===== src/rtl/movx_pkg.sv =====
package movx_pkg;
    localparam int XLEN   = 32;
    localparam int ILEN   = 16;
    localparam int NREG   = 16;
    localparam int RIDX   = $clog2(NREG);
    localparam int NLANE  = XLEN / 8;

    // operand size code doubles as the displacement shift amount
    typedef enum logic [1:0] {SZ_B = 2'd0, SZ_W = 2'd1, SZ_L = 2'd2} opsz_e;
    typedef enum logic [1:0] {K_IMM, K_COPY, K_LOAD, K_STORE} kind_e;
    typedef enum logic [1:0] {BA_REG, BA_PCW, BA_PCL} base_e;
    typedef enum logic [1:0] {OF_DISP, OF_R0, OF_PRE} off_e;

    typedef struct packed {
        logic             legal;
        kind_e            kind;
        opsz_e            size;
        base_e            base;
        off_e             off;
        logic             upd;    // base register is rewritten
        logic [RIDX-1:0]  rd;     // destination
        logic [RIDX-1:0]  rs;     // data source
        logic [RIDX-1:0]  rb;     // address base
        logic [XLEN-1:0]  disp;   // already scaled
        logic [XLEN-1:0]  imm;
    } dec_t;

    function automatic logic [XLEN-1:0] size_bytes(opsz_e s);
        return XLEN'(1) << s;
    endfunction

    function automatic logic [XLEN-1:0] sext8(logic [7:0] v);
        return {{(XLEN-8){v[7]}}, v};
    endfunction

    function automatic logic [XLEN-1:0] sext16(logic [15:0] v);
        return {{(XLEN-16){v[15]}}, v};
    endfunction
endpackage


===== src/rtl/movx_decode.sv =====
module movx_decode
    import movx_pkg::*;
(
    input  logic [ILEN-1:0] insn,
    output dec_t            dec
);
    logic [3:0]      f_hi, f_n, f_m, f_lo;
    logic [XLEN-1:0] raw;

    assign f_hi = insn[15:12];
    assign f_n  = insn[11:8];
    assign f_m  = insn[7:4];
    assign f_lo = insn[3:0];

    always_comb begin
        dec       = '0;
        dec.kind  = K_IMM;
        dec.size  = SZ_L;
        dec.base  = BA_REG;
        dec.off   = OF_DISP;
        raw       = '0;
        unique case (f_hi)
            4'hE: begin
                dec.legal = 1'b1;
                dec.rd    = f_n;
                dec.imm   = sext8(insn[7:0]);
            end
            4'h9, 4'hD: begin
                dec.legal = 1'b1;
                dec.kind  = K_LOAD;
                dec.size  = f_hi[2] ? SZ_L : SZ_W;
                dec.base  = f_hi[2] ? BA_PCL : BA_PCW;
                dec.rd    = f_n;
                raw       = XLEN'(insn[7:0]);
            end
            4'h6: begin
                if (f_lo == 4'b0011) begin
                    dec.legal = 1'b1;
                    dec.kind  = K_COPY;
                    dec.rs    = f_m;
                    dec.rd    = f_n;
                end else if (!f_lo[3] && f_lo[1:0] != 2'b11) begin
                    dec.legal = 1'b1;
                    dec.kind  = K_LOAD;
                    dec.size  = opsz_e'(f_lo[1:0]);
                    dec.rb    = f_m;
                    dec.rd    = f_n;
                    dec.upd   = f_lo[2];
                end
            end
            4'h2: begin
                if (!f_lo[3] && f_lo[1:0] != 2'b11) begin
                    dec.legal = 1'b1;
                    dec.kind  = K_STORE;
                    dec.size  = opsz_e'(f_lo[1:0]);
                    dec.rs    = f_m;
                    dec.rb    = f_n;
                    dec.off   = f_lo[2] ? OF_PRE : OF_DISP;
                    dec.upd   = f_lo[2];
                end
            end
            4'h8: begin
                if (f_n[3:2] == 2'b00 || f_n[3:2] == 2'b01) begin
                    if (f_n[1] == 1'b0 && (f_n[3] == 1'b0)) begin
                        dec.legal = 1'b1;
                        dec.kind  = f_n[2] ? K_LOAD : K_STORE;
                        dec.size  = opsz_e'({1'b0, f_n[0]});
                        dec.rb    = f_m;
                        dec.rs    = '0;
                        dec.rd    = '0;
                        raw       = XLEN'(f_lo);
                    end
                end
            end
            4'h1, 4'h5: begin
                dec.legal = 1'b1;
                dec.kind  = f_hi[2] ? K_LOAD : K_STORE;
                dec.size  = SZ_L;
                dec.rd    = f_n;
                dec.rs    = f_m;
                dec.rb    = f_hi[2] ? f_m : f_n;
                raw       = XLEN'(f_lo);
            end
            4'h0: begin
                if (f_lo[3:1] == 3'b010) begin
                    dec.legal = 1'b1;
                    dec.kind  = K_STORE;
                    dec.size  = opsz_e'({1'b0, f_lo[0]});
                    dec.rs    = f_m;
                    dec.rb    = f_n;
                    dec.off   = OF_R0;
                end
            end
            default: ;
        endcase
        dec.disp = raw << dec.size;
    end
endmodule


===== src/rtl/movx_regfile.sv =====
module movx_regfile
    import movx_pkg::*;
#(
    parameter int NRP = 3
) (
    input  logic                      clk,
    input  logic                      rst,
    input  logic [NRP-1:0][RIDX-1:0]  rd_idx,
    output logic [NRP-1:0][XLEN-1:0]  rd_data,
    // port A: result write, wins over port B on the same index
    input  logic                      wa_en,
    input  logic [RIDX-1:0]           wa_idx,
    input  logic [XLEN-1:0]           wa_data,
    // port B: address register update
    input  logic                      wb_en,
    input  logic [RIDX-1:0]           wb_idx,
    input  logic [XLEN-1:0]           wb_data
);
    logic [XLEN-1:0] regs [NREG];

    for (genvar p = 0; p < NRP; p++) begin : g_rd
        assign rd_data[p] = regs[rd_idx[p]];
    end

    always_ff @(posedge clk) begin
        if (rst) begin
            for (int i = 0; i < NREG; i++) regs[i] <= '0;
        end else begin
            if (wb_en) regs[wb_idx] <= wb_data;
            if (wa_en) regs[wa_idx] <= wa_data;   // later assignment gives port A priority
        end
    end
endmodule


===== src/rtl/movx_agu.sv =====
module movx_agu
    import movx_pkg::*;
(
    input  logic            clk,
    input  logic            rst,
    input  base_e           base,
    input  off_e            off,
    input  opsz_e           size,
    input  logic [XLEN-1:0] disp,
    input  logic [XLEN-1:0] base_val,
    input  logic [XLEN-1:0] r0_val,
    input  logic [XLEN-1:0] pc,
    output logic [XLEN-1:0] addr,
    output logic [XLEN-1:0] upd_val
);
    logic [XLEN-1:0] pc_ahead, b_term, o_term, step;

    assign pc_ahead = pc + XLEN'(4);
    assign step     = size_bytes(size);

    always_comb begin
        unique case (base)
            BA_PCW:  b_term = pc_ahead;
            BA_PCL:  b_term = pc_ahead & ~XLEN'(3);
            default: b_term = base_val;
        endcase
        unique case (off)
            OF_R0:   o_term = r0_val;
            OF_PRE:  o_term = '0 - step;
            default: o_term = disp;
        endcase
    end

    assign addr    = b_term + o_term;
    assign upd_val = (off == OF_PRE) ? addr : base_val + step;

    // aligned base plus a scaled displacement stays longword aligned
    assert_pcl_align_R11: assert property (@(posedge clk) disable iff (rst)
        (base == BA_PCL) |-> (addr[1:0] == 2'b00));
endmodule


===== src/rtl/movx_lane.sv =====
module movx_lane
    import movx_pkg::*;
(
    input  logic              clk,
    input  logic              rst,
    input  logic              active,
    input  opsz_e             size,
    input  logic [1:0]        lane,
    input  logic [XLEN-1:0]   st_val,
    input  logic [XLEN-1:0]   rdata,
    output logic [XLEN-1:0]   wdata,
    output logic [NLANE-1:0]  be,
    output logic [XLEN-1:0]   ld_val
);
    logic [7:0]  ld_byte;
    logic [15:0] ld_half;

    assign ld_byte = rdata[8*lane +: 8];
    assign ld_half = lane[1] ? rdata[31:16] : rdata[15:0];

    always_comb begin
        unique case (size)
            SZ_B: begin
                wdata  = {NLANE{st_val[7:0]}};
                be     = NLANE'(1) << lane;
                ld_val = sext8(ld_byte);
            end
            SZ_W: begin
                wdata  = {(NLANE/2){st_val[15:0]}};
                be     = lane[1] ? 4'b1100 : 4'b0011;
                ld_val = sext16(ld_half);
            end
            default: begin
                wdata  = st_val;
                be     = '1;
                ld_val = rdata;
            end
        endcase
    end

    // enable pattern width follows the operand size
    assert_be_shape_R4: assert property (@(posedge clk) disable iff (rst)
        active |-> ((size == SZ_B) ? $onehot(be) :
                    (size == SZ_W) ? ($countones(be) == 2) : (be == 4'hF)));
endmodule


===== src/rtl/mov_exec_unit.sv =====
module mov_exec_unit
    import movx_pkg::*;
(
    input  logic              clk,
    input  logic              rst,
    input  logic              insn_valid,
    input  logic [ILEN-1:0]   insn,
    input  logic [XLEN-1:0]   pc,
    output logic              mem_req,
    output logic              mem_we,
    output logic [XLEN-1:0]   mem_addr,
    output logic [NLANE-1:0]  mem_be,
    output logic [XLEN-1:0]   mem_wdata,
    input  logic [XLEN-1:0]   mem_rdata,
    input  logic              mem_ready,
    output logic              done,
    output logic              illegal
);
    typedef enum logic {ST_IDLE, ST_EXEC} st_e;

    st_e             state;
    logic [ILEN-1:0] insn_q;
    logic [XLEN-1:0] pc_q;
    dec_t            dec;
    logic            is_mem, finish;

    logic [2:0][RIDX-1:0] rf_idx;
    logic [2:0][XLEN-1:0] rf_val;
    logic [XLEN-1:0]      addr, upd_val, ld_val, res_val;
    logic                 wa_en, wb_en;

    movx_decode u_dec (.insn(insn_q), .dec(dec));

    assign rf_idx[0] = dec.rb;
    assign rf_idx[1] = dec.rs;
    assign rf_idx[2] = '0;

    movx_regfile #(.NRP(3)) u_rf (
        .clk(clk), .rst(rst),
        .rd_idx(rf_idx), .rd_data(rf_val),
        .wa_en(wa_en), .wa_idx(dec.rd), .wa_data(res_val),
        .wb_en(wb_en), .wb_idx(dec.rb), .wb_data(upd_val)
    );

    movx_agu u_agu (
        .clk(clk), .rst(rst),
        .base(dec.base), .off(dec.off), .size(dec.size), .disp(dec.disp),
        .base_val(rf_val[0]), .r0_val(rf_val[2]), .pc(pc_q),
        .addr(addr), .upd_val(upd_val)
    );

    movx_lane u_lane (
        .clk(clk), .rst(rst), .active(mem_req),
        .size(dec.size), .lane(addr[1:0]), .st_val(rf_val[1]),
        .rdata(mem_rdata), .wdata(mem_wdata), .be(mem_be), .ld_val(ld_val)
    );

    assign is_mem   = dec.legal && (dec.kind == K_LOAD || dec.kind == K_STORE);
    assign mem_req  = (state == ST_EXEC) && is_mem;
    assign mem_we   = dec.kind == K_STORE;
    assign mem_addr = addr;
    assign finish   = (state == ST_EXEC) && (!is_mem || mem_ready);

    assign wa_en = finish && dec.legal && dec.kind != K_STORE;
    assign wb_en = finish && dec.legal && dec.upd;

    always_comb begin
        unique case (dec.kind)
            K_IMM:   res_val = dec.imm;
            K_COPY:  res_val = rf_val[1];
            default: res_val = ld_val;
        endcase
    end

    always_ff @(posedge clk) begin
        if (rst) begin
            state   <= ST_IDLE;
            insn_q  <= '0;
            pc_q    <= '0;
            done    <= 1'b0;
            illegal <= 1'b0;
        end else begin
            done    <= finish && dec.legal;
            illegal <= finish && !dec.legal;
            if (state == ST_IDLE) begin
                if (insn_valid) begin
                    insn_q <= insn;
                    pc_q   <= pc;
                    state  <= ST_EXEC;
                end
            end else if (finish) begin
                state <= ST_IDLE;
            end
        end
    end

    // a stalled request keeps every field steady
    assert_req_hold_R13: assert property (@(posedge clk) disable iff (rst)
        (mem_req && !mem_ready) |=> (mem_req && $stable(mem_addr) && $stable(mem_be)
                                     && $stable(mem_wdata) && $stable(mem_we)));

    // completion of a memory instruction follows an accepted access
    assert_done_after_ready_R13: assert property (@(posedge clk) disable iff (rst)
        (done && $past(mem_req)) |-> $past(mem_ready));

    // the two completion flags never coincide
    assert_flags_exclusive_R12: assert property (@(posedge clk) disable iff (rst)
        !(done && illegal));

    // an illegal opcode never reached the memory port
    assert_illegal_no_mem_R12: assert property (@(posedge clk) disable iff (rst)
        illegal |-> !$past(mem_req));

    // nothing completes in the cycle right after acceptance
    assert_accept_gap_R3: assert property (@(posedge clk) disable iff (rst)
        ((state == ST_IDLE) && insn_valid) |=> (!done && !illegal));
endmodule


===== config.mk =====
export PLATFORM = sky130hd
export DESIGN_NAME = mov_exec_unit
export DESIGN_NICKNAME = d
export VERILOG_FILES = /design/src/rtl/movx_pkg.sv /design/src/rtl/movx_decode.sv /design/src/rtl/movx_regfile.sv /design/src/rtl/movx_agu.sv /design/src/rtl/movx_lane.sv /design/src/rtl/mov_exec_unit.sv
export SDC_FILE = /design/constraint.sdc
export NUM_CORES = 2
export LEC_CHECK = 0
export ABC_AREA = 1
export BUFFER_PORTS_ARGS = -buffer_cell sky130_fd_sc_hd__buf_2
export CELL_PAD_IN_SITES_DETAIL_PLACEMENT = 0
export CELL_PAD_IN_SITES_GLOBAL_PLACEMENT = 2
export CORE_MARGIN = 1.5
export CORE_UTILIZATION = 40
export DETAILED_ROUTE_END_ITERATION = 8
export PLACE_DENSITY_LB_ADDON = 0.05
export SLEW_MARGIN = 20
export SYNTH_ARGS = -nofsm -noshare
export SYNTH_HDL_FRONTEND = slang
export SYNTH_SLANG_ARGS = --single-unit

===== constraint.sdc =====
create_clock -name clk -period 10.3 [get_ports clk]
set_input_delay 2.06 -clock clk [delete_from_list [all_inputs] [get_ports clk]]
set_output_delay 2.06 -clock clk [all_outputs]
set_load 0.005 [all_outputs]

Yosys cells after proc, flatten, opt, wreduce, memory -nomap -nowiden
Memories as Yosys holds them, arrays and structs flattened.
Index checks and enable logic that the tools add are counted.
Word-level totals
  register bits: 51
  memory bits (writable): 512
  input bits: 84
  output and inout bits: 72
  memories kept: 1
Memories
  u_rf.regs: words 16, width 32, rd ports 3, clocked after Yosys merged registers in 0, wr ports 16, line movx_regfile.sv:19  | logic [XLEN-1:0] regs [NREG];
Cells by class
  add/subtract/negate cells: 4
  equal/unequal tests: 21
  shift operators: 4
  multiplexer cells: 61
  bitwise operators: 3
  reduce and logical (&&, ||, !) cells: 25
Operator list (number)
  case mux 32 bit (2 select lines): 5
  two-way mux 32 bit: 4
  case mux 32 bit (3 select lines): 1
  adder 32 bit: 2
  OR reduction 32 bit: 2
  two-way mux 4 bit: 11
  case mux 8 bit (5 select lines): 1
  adder 32 x 3 -> 32 bit (second input constant): 1
  variable part select 32 x 6 -> 8 bit: 1
  left shift 1 x 2 -> 32 bit (first input constant): 1
  left shift 32 x 2 -> 32 bit: 1
  subtractor 1 x 32 -> 32 bit (first input constant): 1
  two-way mux 5 bit: 6
  case mux 4 bit (6 select lines): 1
  two-way mux 1 bit: 17
  == test 4 bit (second input constant): 4
  two-way mux 16 bit: 1
  two-way mux 8 bit: 2
  two-way mux 12 bit: 1
  case mux 4 bit (3 select lines): 1
  == test 2 x 1 -> 1 bit (second input constant): 5
  logical AND 1 bit: 9
  == test 2 bit (second input constant): 4
  == test 4 x 2 -> 1 bit (second input constant): 2
  other kinds (19): 34

Depth between registers and ports, before layout
  depth after elaboration: 18
  depth in mapped cells: 44
  mapped depth without buffers: 38

Hierarchy
A second synthesis with hierarchy kept.
Unflattened totals
  cells, all modules: 7090
  area, all modules: 46305.7 µm²
Modules (own cells, without submodules)
  movx_regfile: times used 1, cells an instance 5168, area each 36266.0 µm², seq. area each 15374.7 µm²
  movx_agu: times used 1, cells an instance 987, area each 5061.1 µm², seq. area each 0.0 µm²
  mov_exec_unit: times used 1, cells an instance 474, area each 2752.6 µm², seq. area each 1021.0 µm²
  movx_lane: times used 1, cells an instance 246, area each 1124.8 µm², seq. area each 0.0 µm²
  movx_decode: times used 1, cells an instance 215, area each 1101.1 µm², seq. area each 0.0 µm²

Worst setup path before layout
Ideal clock, no wire load.
  path kind: reg2out
  start: reg insn_q[14]
  end: out mem_addr[23]
  arrival time: 5.412 ns
  slack: 2.828 ns
  stages on the path, launching flop included: 33
  cells stage by stage: dfxtp_1 > buf_4 > nor2_2 > nand2_1 > nor2_1 > nor2_4 > o21ai_1 > nand2_1 > nand3_2 > nor2_4 > inv_1 > clkbuf_1 > ha_1 > clkbuf_1 > inv_1 > clkbuf_1 > buf_1 > o21ai_0 > nand2_1 > a21oi_1 > nor3_1 > ha_1 > a21o_1 > a21oi_1 > o21ai_0 > a21boi_0 > o21ai_0 > nand2_1 > nand2_1 > a21oi_1 > o21ai_0 > or2_2 > and2_1
Between the ends
  cells in the longest elaborated chain, start to end: 7
  elaborated cells between the ends (all ways): 28
  classes of those cells: add/sub (2); eq/ne (11); shift (2); mux (9); reduce/logical (3); memory (1)
Ends and longest elaborated chain
  from (decl): line mov_exec_unit.sv:22  | logic [ILEN-1:0] insn_q;
  from (signal assigned): line mov_exec_unit.sv:87  | insn_q <= insn;
  == test 4 x 1 -> 1 bit, or another cell as far along: line movx_decode.sv:22  | unique case (f_hi)
  OR reduction 2 bit
  case mux 4 bit (6 select lines): line movx_decode.sv:22
  left shift 1 x 2 -> 32 bit: line movx_pkg.sv:29  | return XLEN'(1) << s;
  subtractor 1 x 32 -> 32 bit: line movx_agu.sv:29  | OF_PRE: o_term = '0 - step;
  case mux 32 bit (2 select lines): line movx_agu.sv:27  | unique case (off)
  adder 32 bit (*): line movx_agu.sv:34  | assign addr = b_term + o_term;
  to (decl): line mov_exec_unit.sv:11  | output logic [XLEN-1:0] mem_addr,
Mark *: on every way between the ends. The rest lies on a longest branch, timed or not.

Worst setup path in the final report
  start: reg insn_q[0]
  end: out mem_addr[23]
Between the ends
  cells in the longest elaborated chain, start to end: 9
  elaborated cells between the ends (all ways): 26
  classes of those cells: add/sub (2); eq/ne (4); shift (2); mux (16); reduce/logical (1); memory (1)
Ends and longest elaborated chain
  != test 2 bit: line movx_decode.sv:42, movx_decode.sv:52
  logical AND 1 bit: line movx_decode.sv:42, movx_decode.sv:52
  two-way mux 5 bit: line movx_decode.sv:42  | end else if (!f_lo[3] && f_lo[1:0] != 2'b11) begin
  two-way mux 2 bit: line movx_decode.sv:37  | if (f_lo == 4'b0011) begin
  case mux 4 bit (6 select lines): line movx_decode.sv:22
  left shift 1 x 2 -> 32 bit: line movx_pkg.sv:29
  subtractor 1 x 32 -> 32 bit: line movx_agu.sv:29
  case mux 32 bit (2 select lines): line movx_agu.sv:27
  adder 32 bit (*): line movx_agu.sv:34
Marks and branches as above.

==> metrics.md <==
| Metric | Value |
|---|---|
| CP Launch Type | flop |
| Distinct cells, synth | 61 |
| Clk Latency, worst-skew pair | 680 ps |
| Yosys warns | 0 |
| Post-synth EDFFs | 512 |
| Total CTS buffers | 72 |
| Maximum VDD drop | 0.1038 mV |
| Vias per inst | 6.104 |
| Pwr dens | 171.0 mW/mm² |
| Port-buffer cells | 155 |
| Post-synth top area cell | edfxtp_1 |
| Vias in the first global route | 38640 |
| Dpl ws | 1461 ps |
| Number of remaining DRC errors | 0 |
| # Post-CTS Setup Buffers | 0 |
| Final Wtd Congestion | 0.9481 |
| Maximum number of pins on one net before global-route repair | 153 |
| Commonest non-fill, non-tap cell in the layout | nand2_1 |
| Cell Area, Synth | 0.04054 mm² |
| Gr ovfl total | 0 |
| Buf/Inv on CP | 2 |
| Die Y | 321.4 µm |
| CP delay by family, top | compound AO/OA/AOI/OAI gates |
| Fin crit share | 93.78% |
| LEAKAGE | 18.55 nW |
| Req. time, crit path | 8240 ps |
| Highest-count cells in the layout ignoring fill and taps | nand2_1, nand3_1, edfxtp_1 |
| First-pass GRT wire length | 287500 µm |
| Initial Utilization | 40.42% |
| Run status | completed |
| Max Clk Rate | 103.5 MHz |
| Mean Syn Cell Area | 7.153 µm² |
| Min cycle time layout | 9659 ps |
| Relative slew slack | 16.86% |
| Drt first pass iters | 8 |
| CTS Hold Bufs | 0 |
| Full die area | 0.1033 mm² |
| Clk root buf | clkbuf_16 |
| Fraction of registers with async set/reset | 0% |
| Gate count after technology mapping | 5668 |
| Total wire length | 205400 µm |
| CTS resizes | 0 |
| WP data arrival | 7600 ps |
| I/O pin count | 156 |
| DRT antenna net count | 0 |
| Hold_ws | 494.8 ps |
| Max-cap violation count | 0 |
| Antenna cells | 0 |
| Yosys top cell area share | 37.92% |
| TritonCTS clock tree | built |
| Syn nets | 5794 |
| Die X-Extent | 321.4 µm |
| Core area | 0.1003 mm² |
| Total number of vias | 42630 |
| Worst Tran Pin Value | 1246 ps |
| Share of cells above drive strength 1 | 9.828% |
| Setup CP Type | flop to output pin |
| DRT iter0 DRCs | 5811 |
| Htree depth | 3 |
| GRT Total Usage | 38.75% |
| Non-Filler Instances | 6984 |
| Seq/Total Area, Yosys | 40.44% |
| Worst Hold Class | flop to flop |
| Clock sinks | 563 |
| CP max FO | 32 |
| Fin Clk Skew | 37.60 ps |
| Ys flop type | edfxtp_1 |
| Area grow syn2layout | 9.154% |
| Top cells by area, synth | edfxtp_1, nand2_1, nand3_1, o21ai_0, o22ai_1 |
| Row cnt | 116 |
| Final nets | 5697 |
| Slew Limit Fails | 0 |
| Reg clk slew, reported paths | 60 ps |
| Placed cells | 6854 |
| Setup slack after layout | 640.7 ps |
| RSZ-0062 raised after global routing | false |
| CP peak stage delay | 620 ps |
| Slowest-stage cell, CP | a21boi_0 |
| Fin. Hold Viols | 0 |
| Fillcell total | 10490 |
| Routed WL per cell | 29.42 µm |
| Final setup violation count | 0 |
| Setup tns final | 0 ps |
| CP Capture Type | output pin |
| Antenna violations before repair | 3 |
| Max clock buf depth | 3 |
| Post-DP HPWL | 132700 µm |
| #FFs+latches synth | 563 |
==> metal layers <==
metal  global-route usage (%)  vias to the layer above  routed length (µm)
met5                        0                        -                  23
li1                         -                    19040                   -
met1                    52.06                    20680               83640
met4                    20.43                        4               12210
met3                    5.660                      483               18830
met2                    60.33                     2420               90740
==> synth_stat cells, types with 28 or more instances <==
cell	count
a21oi_1	173
buf_2	146
buf_4	35
clkbuf_1	191
dfxtp_1	51
edfxtp_1	512
ha_1	40
inv_1	423
inv_2	33
nand2_1	1962
nand3_1	577
nand3b_1	42
nor2_1	325
nor2_2	51
nor3_1	28
o211ai_1	113
o21ai_0	333
o21ai_1	52
o221ai_1	57
o22ai_1	255
==> worst reg2reg max path, delay by kind of cell (launching register included) <==
kind	cells	cell delay, ps
buf+inv	3	710
flops	1	370
compound gates	4	1080
fa+ha+maj	2	650
simple gates	26	4720
==> where the power goes <==
group | leakage, nW | internal [mW] | switching, mW | total [mW]
logic | 11.8 | 0.577 | 1.88 | 2.46
registers | 5.71 | 2.58 | 0.0651 | 2.64
clock network | 1.06 | 1.35 | 1.12 | 2.47
total | 18.5 | 4.51 | 3.06 | 7.57
==> logic make-up after synthesis <==
family          count (synthesis)  synth area share (%)
simple gates                 3078                 31.95
xor+xnor                       41                0.8858
compound gates               1072                 16.19
mux                             1               0.02469
flops                         563                 40.44
other cells                     1              0.009250
buf+inv                       870                 9.163
fa+ha+maj                      42                 1.333
==> worst paths after layout <==
path	start	to	slack, ps	cells after the start
max reg2reg	insn_q[0]	u_rf.regs[7][26]	2500	35
max	insn_q[0]	mem_addr[23]	640	27
min reg2reg	state	state	490	2
min	state	state	490	2
==> flip-flops by register name, summed over array words and instances (netlist names) <==
register / count
u_rf.regs: 512
pc_q: 32
insn_q: 16
done: 1
illegal: 1
state: 1
==> cell type report <==
type	instances	area (µm²)	area share, %
multi-input combinational	4235	20750	46.90
sequential	563	16400	37.05
clock buffer	86	1876	4.238
inverter	458	1728	3.905
tap	1357	1698	3.837
timing repair buffer	241	1496	3.382
clock inverter	44	304.0	0.6871
==> per-stage QoR <==
| stage | instance area (µm²) | power, mW | utilization, % |
|---|---|---|---|
| finish | 44250 | 7.569 | 44.12 |
| global route | 44250 | 7.772 | 44.12 |
| CTS | 44240 | 7.512 | 44.11 |
| detailed placement | 42060 | 5.085 | 41.94 |
| global placement | 42050 | 5.083 | 41.93 |
| floorplan | 40540 | 4.099 | - |
No activity file was read; power rests on OpenSTA's default activity.
